**src/rtl/dci_pkg.sv**
```systemverilog
package dci_pkg;

  typedef enum logic [1:0] {
    ST_IDLE   = 2'd0,
    ST_RUN    = 2'd1,
    ST_SETTLE = 2'd2
  } dci_state_e;

  typedef struct packed {
    logic cause_clr;
    logic req_clr;
    logic en_clr;
    logic set_done;
    logic finish;
  } dci_action_t;

  // Outcome of one channel completion.
  function automatic dci_action_t dci_completion(
    input logic linked,
    input logic zero,
    input logic ie,
    input logic chain_end,
    input logic last_flag
  );
    dci_action_t a;
    if (!linked) begin
      a.finish    = 1'b1;
      a.set_done  = 1'b0;
      a.cause_clr = !(zero && ie);
      a.req_clr   = zero && ie;
      a.en_clr    = zero && !ie;
    end else begin
      a.finish    = chain_end;
      a.cause_clr = chain_end;
      a.req_clr   = 1'b0;
      a.en_clr    = zero;
      a.set_done  = chain_end && last_flag && zero && ie;
    end
    return a;
  endfunction

  // Pointer beyond the channel count terminates a chain.
  function automatic logic dci_ptr_bad(input int unsigned ptr, input int unsigned nch);
    return ptr >= nch;
  endfunction

endpackage

```
**src/rtl/dci_launch.sv**
```systemverilog
module dci_launch #(
  parameter int NUM_CH = 4,
  parameter int CH_W   = 2
) (
  input  logic              idle,
  input  logic              cause_flag,
  input  logic              cause_ie,
  input  logic [CH_W-1:0]   cause_ch,
  input  logic [NUM_CH-1:0] req_bits,
  input  logic [NUM_CH-1:0] en_bits,
  output logic              invoke,
  output logic              irq
);
  logic ch_ready;

  assign ch_ready = req_bits[cause_ch] && en_bits[cause_ch];
  assign invoke   = idle && cause_flag && ch_ready;
  // DMA takes precedence: the interrupt is held back when the channel can run.
  assign irq      = idle && cause_flag && cause_ie && !ch_ready;
endmodule

```
**src/rtl/dci_chain.sv**
```systemverilog
module dci_chain #(
  parameter int NUM_CH = 4,
  parameter int CH_W   = 2,
  parameter int PTR_W  = 3
) (
  input  logic [CH_W-1:0]         cur_ch,
  input  logic [NUM_CH*PTR_W-1:0] next_ptr,
  input  logic [NUM_CH-1:0]       last_bits,
  output logic                    chain_end,
  output logic                    last_flag,
  output logic [CH_W-1:0]         next_ch
);
  logic [PTR_W-1:0] ptr_arr [NUM_CH];
  logic [PTR_W-1:0] cur_ptr;
  logic             ptr_bad;

  for (genvar g = 0; g < NUM_CH; g++) begin : g_unpack
    assign ptr_arr[g] = next_ptr[g*PTR_W +: PTR_W];
  end

  assign cur_ptr   = ptr_arr[cur_ch];
  assign ptr_bad   = dci_pkg::dci_ptr_bad(int'(unsigned'(cur_ptr)), NUM_CH);
  assign last_flag = last_bits[cur_ch];
  assign chain_end = last_flag || ptr_bad;
  assign next_ch   = cur_ptr[CH_W-1:0];
endmodule

```
**src/rtl/dci_done_flag.sv**
```systemverilog
module dci_done_flag (
  input  logic clk,
  input  logic rst_n,
  input  logic set_i,
  input  logic clr_i,
  output logic flag_o
);
  always_ff @(posedge clk or negedge rst_n) begin
    if (!rst_n)     flag_o <= 1'b0;
    else if (set_i) flag_o <= 1'b1;
    else if (clr_i) flag_o <= 1'b0;
  end
endmodule

```
**src/rtl/dma_cmpl_irq_ctrl.sv**
```systemverilog
module dma_cmpl_irq_ctrl #(
  parameter int NUM_CH = 4,
  parameter int PTR_W  = 3,
  localparam int CH_W  = (NUM_CH > 1) ? $clog2(NUM_CH) : 1
) (
  input  logic                    clk,
  input  logic                    rst_n,
  input  logic                    cause_flag_i,
  input  logic                    cause_ie_i,
  input  logic [CH_W-1:0]         cause_ch_i,
  input  logic [NUM_CH-1:0]       req_bits_i,
  input  logic [NUM_CH-1:0]       en_bits_i,
  input  logic [NUM_CH-1:0]       done_ie_i,
  input  logic                    link_mode_i,
  input  logic [NUM_CH*PTR_W-1:0] next_ptr_i,
  input  logic [NUM_CH-1:0]       last_bits_i,
  input  logic                    xfer_done_i,
  input  logic                    cnt_zero_i,
  input  logic                    done_flag_clr_i,
  output logic                    busy_o,
  output logic                    xfer_start_o,
  output logic [CH_W-1:0]         xfer_ch_o,
  output logic                    cause_clr_o,
  output logic [NUM_CH-1:0]       req_clr_o,
  output logic [NUM_CH-1:0]       en_clr_o,
  output logic                    cpu_irq_o,
  output logic                    done_flag_o
);
  import dci_pkg::*;

  dci_state_e        state_q;
  logic [CH_W-1:0]   cur_ch_q;
  logic              linked_q;

  // Named internal events, observed by the checker.
  logic              idle_w;
  logic              invoke_w;
  logic              run_done_w;
  logic              done_set_w;
  logic              chain_end_w;
  logic              last_flag_w;
  logic [CH_W-1:0]   next_ch_w;
  logic [NUM_CH-1:0] ch_sel_w;
  dci_action_t       act_w;

  assign idle_w     = (state_q == ST_IDLE);
  assign run_done_w = (state_q == ST_RUN) && xfer_done_i;

  dci_launch #(.NUM_CH(NUM_CH), .CH_W(CH_W)) u_launch (
    .idle       (idle_w),
    .cause_flag (cause_flag_i),
    .cause_ie   (cause_ie_i),
    .cause_ch   (cause_ch_i),
    .req_bits   (req_bits_i),
    .en_bits    (en_bits_i),
    .invoke     (invoke_w),
    .irq        (cpu_irq_o)
  );

  dci_chain #(.NUM_CH(NUM_CH), .CH_W(CH_W), .PTR_W(PTR_W)) u_chain (
    .cur_ch    (cur_ch_q),
    .next_ptr  (next_ptr_i),
    .last_bits (last_bits_i),
    .chain_end (chain_end_w),
    .last_flag (last_flag_w),
    .next_ch   (next_ch_w)
  );

  for (genvar g = 0; g < NUM_CH; g++) begin : g_sel
    assign ch_sel_w[g] = (cur_ch_q == CH_W'(g));
  end

  assign act_w = dci_completion(linked_q, cnt_zero_i, done_ie_i[cur_ch_q],
                                chain_end_w, last_flag_w);
  assign done_set_w = run_done_w && act_w.set_done;

  always_ff @(posedge clk or negedge rst_n) begin
    if (!rst_n) begin
      state_q      <= ST_IDLE;
      cur_ch_q     <= '0;
      linked_q     <= 1'b0;
      xfer_start_o <= 1'b0;
      cause_clr_o  <= 1'b0;
      req_clr_o    <= '0;
      en_clr_o     <= '0;
    end else begin
      xfer_start_o <= 1'b0;
      cause_clr_o  <= 1'b0;
      req_clr_o    <= '0;
      en_clr_o     <= '0;
      unique case (state_q)
        ST_IDLE: begin
          if (invoke_w) begin
            state_q      <= ST_RUN;
            cur_ch_q     <= cause_ch_i;
            linked_q     <= link_mode_i;
            xfer_start_o <= 1'b1;
          end
        end
        ST_RUN: begin
          if (xfer_done_i) begin
            cause_clr_o <= act_w.cause_clr;
            req_clr_o   <= act_w.req_clr ? ch_sel_w : '0;
            en_clr_o    <= act_w.en_clr  ? ch_sel_w : '0;
            if (act_w.finish) begin
              state_q <= ST_SETTLE;
            end else begin
              cur_ch_q     <= next_ch_w;
              xfer_start_o <= 1'b1;
            end
          end
        end
        default: state_q <= ST_IDLE;
      endcase
    end
  end

  dci_done_flag u_flag (
    .clk    (clk),
    .rst_n  (rst_n),
    .set_i  (done_set_w),
    .clr_i  (done_flag_clr_i),
    .flag_o (done_flag_o)
  );

  assign busy_o    = (state_q == ST_RUN);
  assign xfer_ch_o = cur_ch_q;
endmodule

```
**config.mk**
```make
export PLATFORM = sky130hd
export DESIGN_NAME = dma_cmpl_irq_ctrl
export DESIGN_NICKNAME = d
export VERILOG_FILES = /design/src/rtl/dci_pkg.sv /design/src/rtl/dci_launch.sv /design/src/rtl/dci_chain.sv /design/src/rtl/dci_done_flag.sv /design/src/rtl/dma_cmpl_irq_ctrl.sv
export SDC_FILE = /design/constraint.sdc
export NUM_CORES = 1
export LEC_CHECK = 0
export ABC_CLOCK_PERIOD_IN_PS = 2300
export BUFFER_PORTS_ARGS = -buffer_cell sky130_fd_sc_hd__buf_2
export CAP_MARGIN = 10
export CELL_PAD_IN_SITES_DETAIL_PLACEMENT = 0
export CELL_PAD_IN_SITES_GLOBAL_PLACEMENT = 1
export CORE_MARGIN = 2
export CORE_UTILIZATION = 29
export DETAILED_ROUTE_END_ITERATION = 8
export PLACE_DENSITY = 0.81
export REMOVE_ABC_BUFFERS = 1
export SLEW_MARGIN = 20
export SYNTH_ARGS = -nofsm -noshare
export SYNTH_HDL_FRONTEND = slang
export SYNTH_SLANG_ARGS = --single-unit
```
**constraint.sdc**
```tcl
create_clock -name clk -period 2.3 [get_ports clk]
set_clock_uncertainty 0.1 [all_clocks]
set_input_delay 0.23 -clock clk [delete_from_list [all_inputs] [get_ports clk]]
set_output_delay 0.23 -clock clk [all_outputs]
set_load 0.02 [all_outputs]
```
==> out/qor.log, run 1 <==
qor: min_path.min-delay-path-class input pin to register
qor: worst_setup_path.setup.worst_path.start_class register
qor: synth.post_synth_fa_ha_maj_area_fraction 0%
qor: global_routing.grt_pass1_vias 761
qor: power_and_ir_drop.power_density 822 nW/um2
qor: detailed_routing.via_count_of_the_routed_design 750
qor: floorplan.fp.dieW 57.2 um
qor: detailed_routing.number_of_vias_per_cell 4.72
qor: worst_setup_path.critical_path.reg2reg.endpoint xfer_ch_o[1]
qor: synth.netlist_area 821 um2
qor: detailed_routing.routed_wirelength 1840 um
qor: synth.syn_inst 72
qor: floorplan.design.portCount 53
qor: clocking.clk_latency 0.27 ns
qor: clocking.cts.reportedPaths.clkPinSlew 0.09 ns
qor: synth.synth_top_family_by_area simple AND/OR/NAND/NOR gates
qor: floorplan.die_h 57.2 um
qor: detailed_routing.drt.antenna.violating_nets 0
qor: detailed_routing.drc_errors 0
qor: timing.timing.max_slew.rel_slack 77.0%
qor: synth.yosys_most_used_dff dfrtp_1
qor: place.gp_congestion 0.686
qor: worst_setup_path.reg2reg_depth 4
qor: floorplan.floorplan.initialDensity 30.0%
qor: min_path.worst_hold_path.num_cells 2
qor: worst_setup_path.setup.reg_to_reg.worst_slack 0.46 ns
qor: detailed_routing.first_pass_iters 3
qor: cells_and_area.post_layout_util 42.2%
qor: worst_setup_path.critPathMaxFanout 5
qor: cells_and_area.finish.net_count 168
qor: flow_run.cap_violations 0
qor: worst_setup_path.crit-reg2reg-launch xfer_ch_o[0]
qor: clocking.tritoncts done
qor: status.outcome completed
qor: place.place_area 1120 um2
qor: timing.setup_violations 0
qor: synth.synth.avg_cell_area 11.4 um2
qor: worst_setup_path.worst_path_required 2.37 ns
qor: cells_and_area.num-fill-cells 264
qor: worst_setup_path.critPathCaptureType register
qor: place.buffers_on_ports 52
qor: synth.post_synth_xor_area_fraction 0%
qor: cells_and_area.antenna_cells_inserted 0
qor: synth.ys_seq_area_share 48.8%
qor: global_routing.largest_net_degree_at_the_start_of_global_routing 17
qor: cells_and_area.layout-area-overhead-vs-synth 40.7%
qor: synth.netlist.area_leader.share 48.8%
qor: synth.synth.mux.area_fraction 21.2%
qor: timing.rsz0062_at_grt no
qor: clocking.tritoncts.num_buffers 3
qor: floorplan.row_count 19
qor: min_path.hp-start done_flag_clr_i
qor: timing.max_freq 0.543 GHz
qor: power_and_ir_drop.ir_drop 543 uV
qor: timing.finalMaxSlewViolations 0
qor: worst_setup_path.arrival 1.91 ns
qor: timing.max_slew.worst_pin.slew 0.344 ns
qor: cells_and_area.final_cell_area 1150 um2
qor: detailed_routing.route.detailed.wl_per_inst 11.5 um
qor: timing.min_period 1.84 ns
qor: detailed_routing.drt-initial-drc-count 3
qor: worst_setup_path.worst-setup-path-type register to register
qor: synth.synthDistinctLibCells 23
qor: synth.postSynthRegisterBits 16
qor: clocking.h_tree_level_count 1
qor: place.dp_slack 0.465 ns
qor: floorplan.fp.coreArea 2730 um2
qor: global_routing.grt.total_usage 12.2%
qor: global_routing.globalRoute.totalOverflow 0
qor: clocking.ctsRootBufferMaster clkbuf_4
qor: min_path.worstHoldEndpoint u_flag.flag_o
qor: synth.synth_enable_flop_cells 0
qor: power_and_ir_drop.leakage 0.000642 uW
qor: timing.totalNegativeSetupSlack 0 ns
qor: cells_and_area.proportion_of_layout_cells_with_a_drive_suffix_above_1 53.1%
qor: global_routing.grt_pass1_wl 3110 um
qor: synth.post-synth-top-area-cell dfrtp_1
qor: clocking.cts.sinks 16
qor: global_routing.antenna_violations_before_repair 0
qor: synth.asyncSetResetFlopFracSynth 100%
qor: synth.synth-warning-count 0
qor: clocking.clock_path_buffers 2
qor: synth.synth_compound_gate_area_share 5.34%
qor: place.detailed_place_hpwl 1600 um
qor: synth.post_synthesis_share_of_cell_area_spent_on_and_or_nand_and_nor_gates 21.8%
qor: timing.worst_slack 0.457 ns
qor: timing.final_clock_period_utilization_by_the_worst_path 80.1%
qor: synth.synth_common_cells dfrtp_1 (16), nand2_1 (14), nor2_1 (9), mux4_2 (5)
qor: synth.synth_most_common_cell dfrtp_1
qor: floorplan.design.die.area 3270 um2
qor: timing.final-hold-violation-count 0
qor: synth.synth.top_cells.by_area dfrtp_1 (49%), mux4_2 (14%), nand2_1 (6.4%), nor2_1 (4.1%), mux2_4 (3.7%)
qor: power_and_ir_drop.report.power.total 950 uW
sequential cells by signal, summed over array words and instances, names as in the netlist:
| signal | count |
|---|---|
| state_q | 2 |
| req_clr_o | 4 |
| xfer_ch_o | 2 |
| en_clr_o | 4 |
| xfer_start_o | 1 |
| cause_clr_o | 1 |
| u_flag.flag_o | 1 |
| linked_q | 1 |
per-stage QoR:
step           std cells  hold WS, ns
6_report             159       0.0403
3_5_place_dp         155       0.0607
2_1_floorplan         70       -0.166
5_1_grt              159       0.0319
4_1_cts              159       0.0357
3_3_place_gp         155       0.0467
layout by cell type, fill, tap and decap left out:
cell and instances:
mux2i_1 2, mux2_4 2, a21oi_2 1, mux4_2 5, nand3b_4 1, and4_1 1
a211oi_1 1, nand3_1 3, dfrtp_1 16, and2_1 1, nand2b_1 3, o22ai_1 1
nand2_1 14, buf_2 52, mux2_2 1, nand3b_1 1, dlygate4sd3_1 1, buf_4 2
inv_1 3, nor3_1 2, a21oi_4 1, nor2b_1 1, nor2_1 9, o21ai_0 1
clkbuf_4 3
power breakdown:
| part | switching, uW | internal [uW] | leakage (uW) |
|---|---|---|---|
| combinational | 217 | 227 | 0.000412 |
| sequential | 46.4 | 320 | 0.000216 |
| clock | 78.6 | 60.6 | 0.0000138 |
cell families after synthesis:
family	count (synthesis)
flops	16
simple gates	36
mux	10
compound gates	5
buf+inv	5
how the worst max path moves through the flow:
stage,endpoint,from
after floorplan,xfer_ch_o[0],xfer_ch_o[0]
after global placement,xfer_ch_o[0],xfer_ch_o[0]
after detailed placement,xfer_ch_o[0],xfer_ch_o[0]
after CTS,xfer_ch_o[0],xfer_ch_o[0]
after global routing,xfer_ch_o[1],xfer_ch_o[0]
final,xfer_ch_o[1],xfer_ch_o[0]
metal layers:
metal	global-route usage (%)	vias to the layer above	part of all wire, %
met3	3.17	4	9.9
li1	-	363	-
met4	6.31	0	1.5
met2	20.0	40	49
met1	14.6	343	39
met5	0	-	0
critical path: stages, from the launching register on:
cell and delay [ns]:
dfrtp_1 0.46, mux4_2 0.58, a21oi_4 0.17, a21oi_2 0.12
mux2_4 0.31
timing repair:
action	CTS	global route
resized for setup	0	0
hold buffers	1	0
hold endpoints to repair	16	0
buffers inserted	0	0
cell type report:
class                      count  area (um2)  area share (%)
multi-input combinational     51         397            34.3
inverter                       3        11.3           0.975
sequential                    16         400            34.7
timing repair buffer          55         285            24.7
clock buffer                   3        22.5            1.95
tap                           31        38.8            3.36
Power figures use the tool's default switching activity.
==> inputs of run 2 (changes only) <==
--- a/config.mk
+++ b/config.mk
@@ -5,15 +5,16 @@
 export SDC_FILE = /design/constraint.sdc
 export NUM_CORES = 1
 export LEC_CHECK = 0
-export ABC_CLOCK_PERIOD_IN_PS = 2300
+export ABC_AREA = 1
+export ABC_CLOCK_PERIOD_IN_PS = 1500
 export BUFFER_PORTS_ARGS = -buffer_cell sky130_fd_sc_hd__buf_2
 export CAP_MARGIN = 10
 export CELL_PAD_IN_SITES_DETAIL_PLACEMENT = 0
 export CELL_PAD_IN_SITES_GLOBAL_PLACEMENT = 1
 export CORE_MARGIN = 2
-export CORE_UTILIZATION = 29
+export CORE_UTILIZATION = 26
 export DETAILED_ROUTE_END_ITERATION = 8
-export PLACE_DENSITY = 0.81
+export PLACE_DENSITY = 0.78
 export REMOVE_ABC_BUFFERS = 1
 export SLEW_MARGIN = 20
 export SYNTH_ARGS = -nofsm -noshare
==> constraint.sdc (replaced) <==
create_clock -name clk -period 1.5 [get_ports clk]
set_clock_uncertainty 0.1 [all_clocks]
set_input_delay 0.15 -clock clk [delete_from_list [all_inputs] [get_ports clk]]
set_output_delay 0.15 -clock clk [all_outputs]
set_load 0.02 [all_outputs]
==> run 2 against run 1 <==
First-iteration DRC count grew to 11 times the previous value. Routed wire length is 22% higher. Flip-flop and latch count did not move. Global-route usage is 0.52 points lower. Highest routed layer unchanged. Non-clock buffer count rose by 3. Area after synthesis rose by 12%. Synthesized cell count increased by 57%. Core utilization decreased by 2.5 points. Register-to-register slack worse by 0.35 ns.
==> out/qor.log, run 2 <==
qor: detailed_routing.route.detailed.wl_per_inst 10.2 um [-12%]
qor: synth.post-synth-top-area-cell dfrtp_1
qor: cells_and_area.num-fill-cells 388 [+47%]
qor: timing.final.hold.worst_slack 0.0144 ns [-0.0259 ns]
qor: global_routing.grt_use_met3 3.04% [-0.14 points]
qor: clocking.clock_path_buffers 2 [unchanged]
qor: min_path.worstHoldEndpoint linked_q
qor: worst_setup_path.critPathCaptureType primary output
qor: timing.timing.max_slew.rel_slack 77.0% [about the same]
qor: cells_and_area.post_layout_util 39.7% [-2.5 points]
qor: timing.worst_slack 0.0408 ns [-0.416 ns]
qor: timing.finalMaxSlewViolations 0 [unchanged]
qor: worst_setup_path.critPathMaxFanout 2 [-3]
qor: synth.yosys_most_used_dff dfrtp_1
qor: floorplan.fp.dieW 63.6 um [+11%]
qor: synth.synth_common_cells nand2_1 (32), dfrtp_1 (16), nor2_1 (14), nand3_1 (12), inv_1 (8)
qor: detailed_routing.drt-initial-drc-count 34 [+31]
qor: detailed_routing.drc_errors 0 [unchanged]
qor: synth.synth.avg_cell_area 8.16 um2 [-28%]
qor: clocking.cts.reportedPaths.clkPinSlew 0.09 ns [about the same]
qor: synth.synth_most_common_cell nand2_1
qor: cells_and_area.largest_registers en_clr_o x4, req_clr_o x4
qor: synth.netlist.area_leader.share 43.4% [-5.4 points]
qor: floorplan.die_h 63.6 um [+11%]
qor: synth.syn_inst 113 [+57%]
qor: cells_and_area.layout-area-overhead-vs-synth 44.9%
qor: floorplan.row_count 21 [+2]
qor: timing.final-hold-violation-count 0 [unchanged]
qor: synth.synthDistinctLibCells 20 [-13%]
qor: worst_setup_path.highest_delay_cell_along_the_critical_path dfrtp_1
qor: detailed_routing.via_count_of_the_routed_design 948 [+26%]
qor: detailed_routing.routed_wirelength 2240 um [+22%]
qor: min_path.worst_hold_path.num_cells 3 [+1]
qor: power_and_ir_drop.ir_drop 455 uV [-16%]
qor: floorplan.fp.coreArea 3360 um2 [+23%]
qor: min_path.min-delay-path-class input pin to register
qor: synth.synth_top_family_by_area simple AND/OR/NAND/NOR gates
qor: synth.post_synth_xor_area_fraction 0% [unchanged]
qor: global_routing.grt.met2_usage 19.6% [-0.43 points]
qor: min_path.hp-start link_mode_i
qor: cells_and_area.commonest_non_fill_non_tap_cell_in_the_layout buf_2
qor: place.gp_congestion 0.833 [+21%]
qor: global_routing.largest_net_degree_at_the_start_of_global_routing 17 [unchanged]
qor: place.place_area 1250 um2 [+11%]
qor: synth.asyncSetResetFlopFracSynth 100% [unchanged]
qor: floorplan.design.portCount 53 [unchanged]
qor: clocking.ctsRootBufferMaster clkbuf_4
qor: power_and_ir_drop.p_comb_share 52.3% [+5.6 points]
qor: global_routing.busiest_layer met2
qor: timing.rsz0062_at_grt yes
qor: power_and_ir_drop.report.power.total 1870 uW [+97%]
qor: cells_and_area.antenna_cells_inserted 0 [unchanged]
qor: clocking.clk_latency 0.29 ns [+0.02 ns]
qor: power_and_ir_drop.power_density 1400 nW/um2 [+71%]
qor: worst_setup_path.arrival 1.21 ns [-0.70 ns]
qor: clocking.h_tree_level_count 1 [unchanged]
qor: cells_and_area.proportion_of_layout_cells_with_a_drive_suffix_above_1 50.0% [-3.1 points]
qor: power_and_ir_drop.power.share.switching 44.7% [+8.7 points]
qor: synth.postSynthRegisterBits 16 [unchanged]
qor: synth.synth.top_cells.by_area dfrtp_1 (43%), nand2_1 (13%), nand3_1 (6.5%), nor2_1 (5.7%), nor2_4 (4.9%)
qor: detailed_routing.first_pass_iters 4 [+1]
qor: timing.final_clock_period_utilization_by_the_worst_path 97.3%
qor: flow_run.cap_violations 0 [unchanged]
qor: timing.max_freq 0.685 GHz
qor: synth.synth-warning-count 0 [unchanged]
qor: global_routing.grt_pass1_vias 912 [+20%]
qor: power_and_ir_drop.seqPwrFrac 32.6% [-6.0 points]
qor: synth.synth_enable_flop_cells 0 [unchanged]
qor: worst_setup_path.critical-path-max-stage-delay 0.43 ns [-0.15 ns]
qor: global_routing.grt.total_usage 11.6% [-0.52 points]
qor: worst_setup_path.setup.reg_to_reg.worst_slack 0.11 ns [-0.35 ns]
qor: worst_setup_path.crit-reg2reg-launch xfer_ch_o[0]
qor: worst_setup_path.critical_path.reg2reg.endpoint xfer_ch_o[0]
qor: synth.synth_compound_gate_area_share 2.99% [-2.4 points]
qor: timing.setup_violations 0 [unchanged]
qor: global_routing.grt_pass1_wl 3710 um [+19%]
qor: place.dp_slack 0.0238 ns [-0.441 ns]
qor: clocking.tritoncts.num_buffers 3 [unchanged]
qor: detailed_routing.drt.antenna.violating_nets 0 [unchanged]
qor: cells_and_area.finish.net_count 213 [+27%]
qor: place.buffers_on_ports 52 [unchanged]
qor: timing.max_slew.worst_pin.slew 0.344 ns [-0.0000197 ns]
qor: global_routing.antenna_violations_before_repair 0 [unchanged]
qor: worst_setup_path.setup.worst_path.start_class register
qor: cells_and_area.mostFrequentLayoutCells buf_2 (51), nand2_1 (32), dfrtp_1 (14), nand3_1 (12), nor2_1 (12)
qor: worst_setup_path.crit_path_cells nor2_2 -> nand3_1 -> a21oi_2 -> buf_4
qor: floorplan.design.die.area 4040 um2 [+23%]
qor: global_routing.globalRoute.totalOverflow 0 [unchanged]
qor: power_and_ir_drop.intPower 1040 uW [+71%]
qor: clocking.tritoncts done
qor: synth.post_synthesis_share_of_cell_area_spent_on_and_or_nand_and_nor_gates 47.5% [+26 points]
qor: worst_setup_path.reg2reg_depth 7 [+3]
qor: power_and_ir_drop.leakage 0.000713 uW [+11%]
qor: detailed_routing.number_of_vias_per_cell 4.31 [-8.6%]
qor: synth.synth.mux.area_fraction 0% [-21 points]
qor: synth.ys_seq_area_share 43.4% [-5.4 points]
qor: synth.post_synth_fa_ha_maj_area_fraction 0% [unchanged]
qor: timing.min_period 1.46 ns
qor: status.outcome completed
qor: clocking.cts.sinks 16 [unchanged]
qor: cells_and_area.final_cell_area 1340 um2 [+16%]
qor: power_and_ir_drop.pwr-share-clk 15.1% [+0.4 points]
qor: worst_setup_path.worst_path_required 1.25 ns [-1.12 ns]
qor: global_routing.grt.met1_usage 14.6% [-0.023 points]
qor: place.detailed_place_hpwl 1950 um [+22%]
qor: worst_setup_path.worst-setup-path-type register to primary output
qor: synth.netlist_area 922 um2 [+12%]
qor: power_and_ir_drop.power_spent_charging_and_discharging_nets 837 uW [+140%]
qor: floorplan.floorplan.initialDensity 27.4% [-2.6 points]
## run 2: cell count changes after synthesis, moves of 4 or more
cell     previous run  this run
inv_2               0         4
nor2_4              0         4
mux4_2              5         0
nand2_2             0         4
nand3_1             3        12
nor2_1              9        14
nand2_1            14        32
inv_1               3         8
## run 2: cell type report
class | count | area [um2] | share of cell area [%]
well taps | 46 | 57.6 | 4.31
flip-flops and latches | 16 | 403 | 30.1
clock buffers | 4 | 36.3 | 2.72
repair buffers | 58 | 315 | 23.6
multi-input cells | 84 | 479 | 35.9
inverters | 12 | 45.0 | 3.37
## run 2: worst max-delay path by stage
| stage | startpoint | endpoint | slack (ns) | cells past startpoint |
|---|---|---|---|---|
| 2_1_floorplan | xfer_ch_o[0] | xfer_ch_o[1] | 0.03 | 8 |
| 3_3_place_gp | xfer_ch_o[0] | xfer_ch_o[1] | 0.04 | 8 |
| 3_5_place_dp | xfer_ch_o[0] | xfer_ch_o[1] | 0.02 | 8 |
| 4_1_cts | state_q[1] | cpu_irq_o | 0.02 | 4 |
| 5_1_grt | state_q[1] | cpu_irq_o | -0.03 | 4 |
| 6_report | state_q[1] | cpu_irq_o | 0.04 | 4 |
## run 2: power groups by stage
stage          Sequential (uW)  Clock [uW]  Combinational (uW)
6_report                   612         282                 980
3_3_place_gp               598           0                 957
3_5_place_dp               602           0                 969
4_1_cts                    606         290                 986
5_1_grt                    629         312                1090
2_1_floorplan              657           0                 611
## run 2: critical path: cells and delay by family, from the launching register on
kind	cells	cell delay (ns)
DFF	1	0.43
and+or+nand+nor	2	0.23
buffers and inverters	1	0.15
AOI/OAI and AO/OA	1	0.11
## run 2: logic make-up after synthesis
group / count (synthesis)
AOI/OAI and AO/OA: 5
buffers and inverters: 13
DFF: 16
and+or+nand+nor: 79
## run 2: stage by stage
step | setup TNS (ns) | std cells
after floorplan | 0 | 112
after global placement | 0 | 213
after detailed placement | 0 | 213
after CTS | 0 | 220
after global routing | -0.0283 | 220
final | 0 | 220
## run 2: per-layer routing
layer / vias up / routed length (um)
met1: 418 / 972
met2: 42 / 1060
met3: 3 / 191
met4: 0 / 21
li1: 485 / -
met5: - / 0
## run 2: repair_timing
action,4_1_cts,5_1_grt
buffers inserted,0,0
gates resized for setup,2,6
hold buffers,3,0
endpoints found under the setup margin,2,10
hold endpoints to repair,18,0
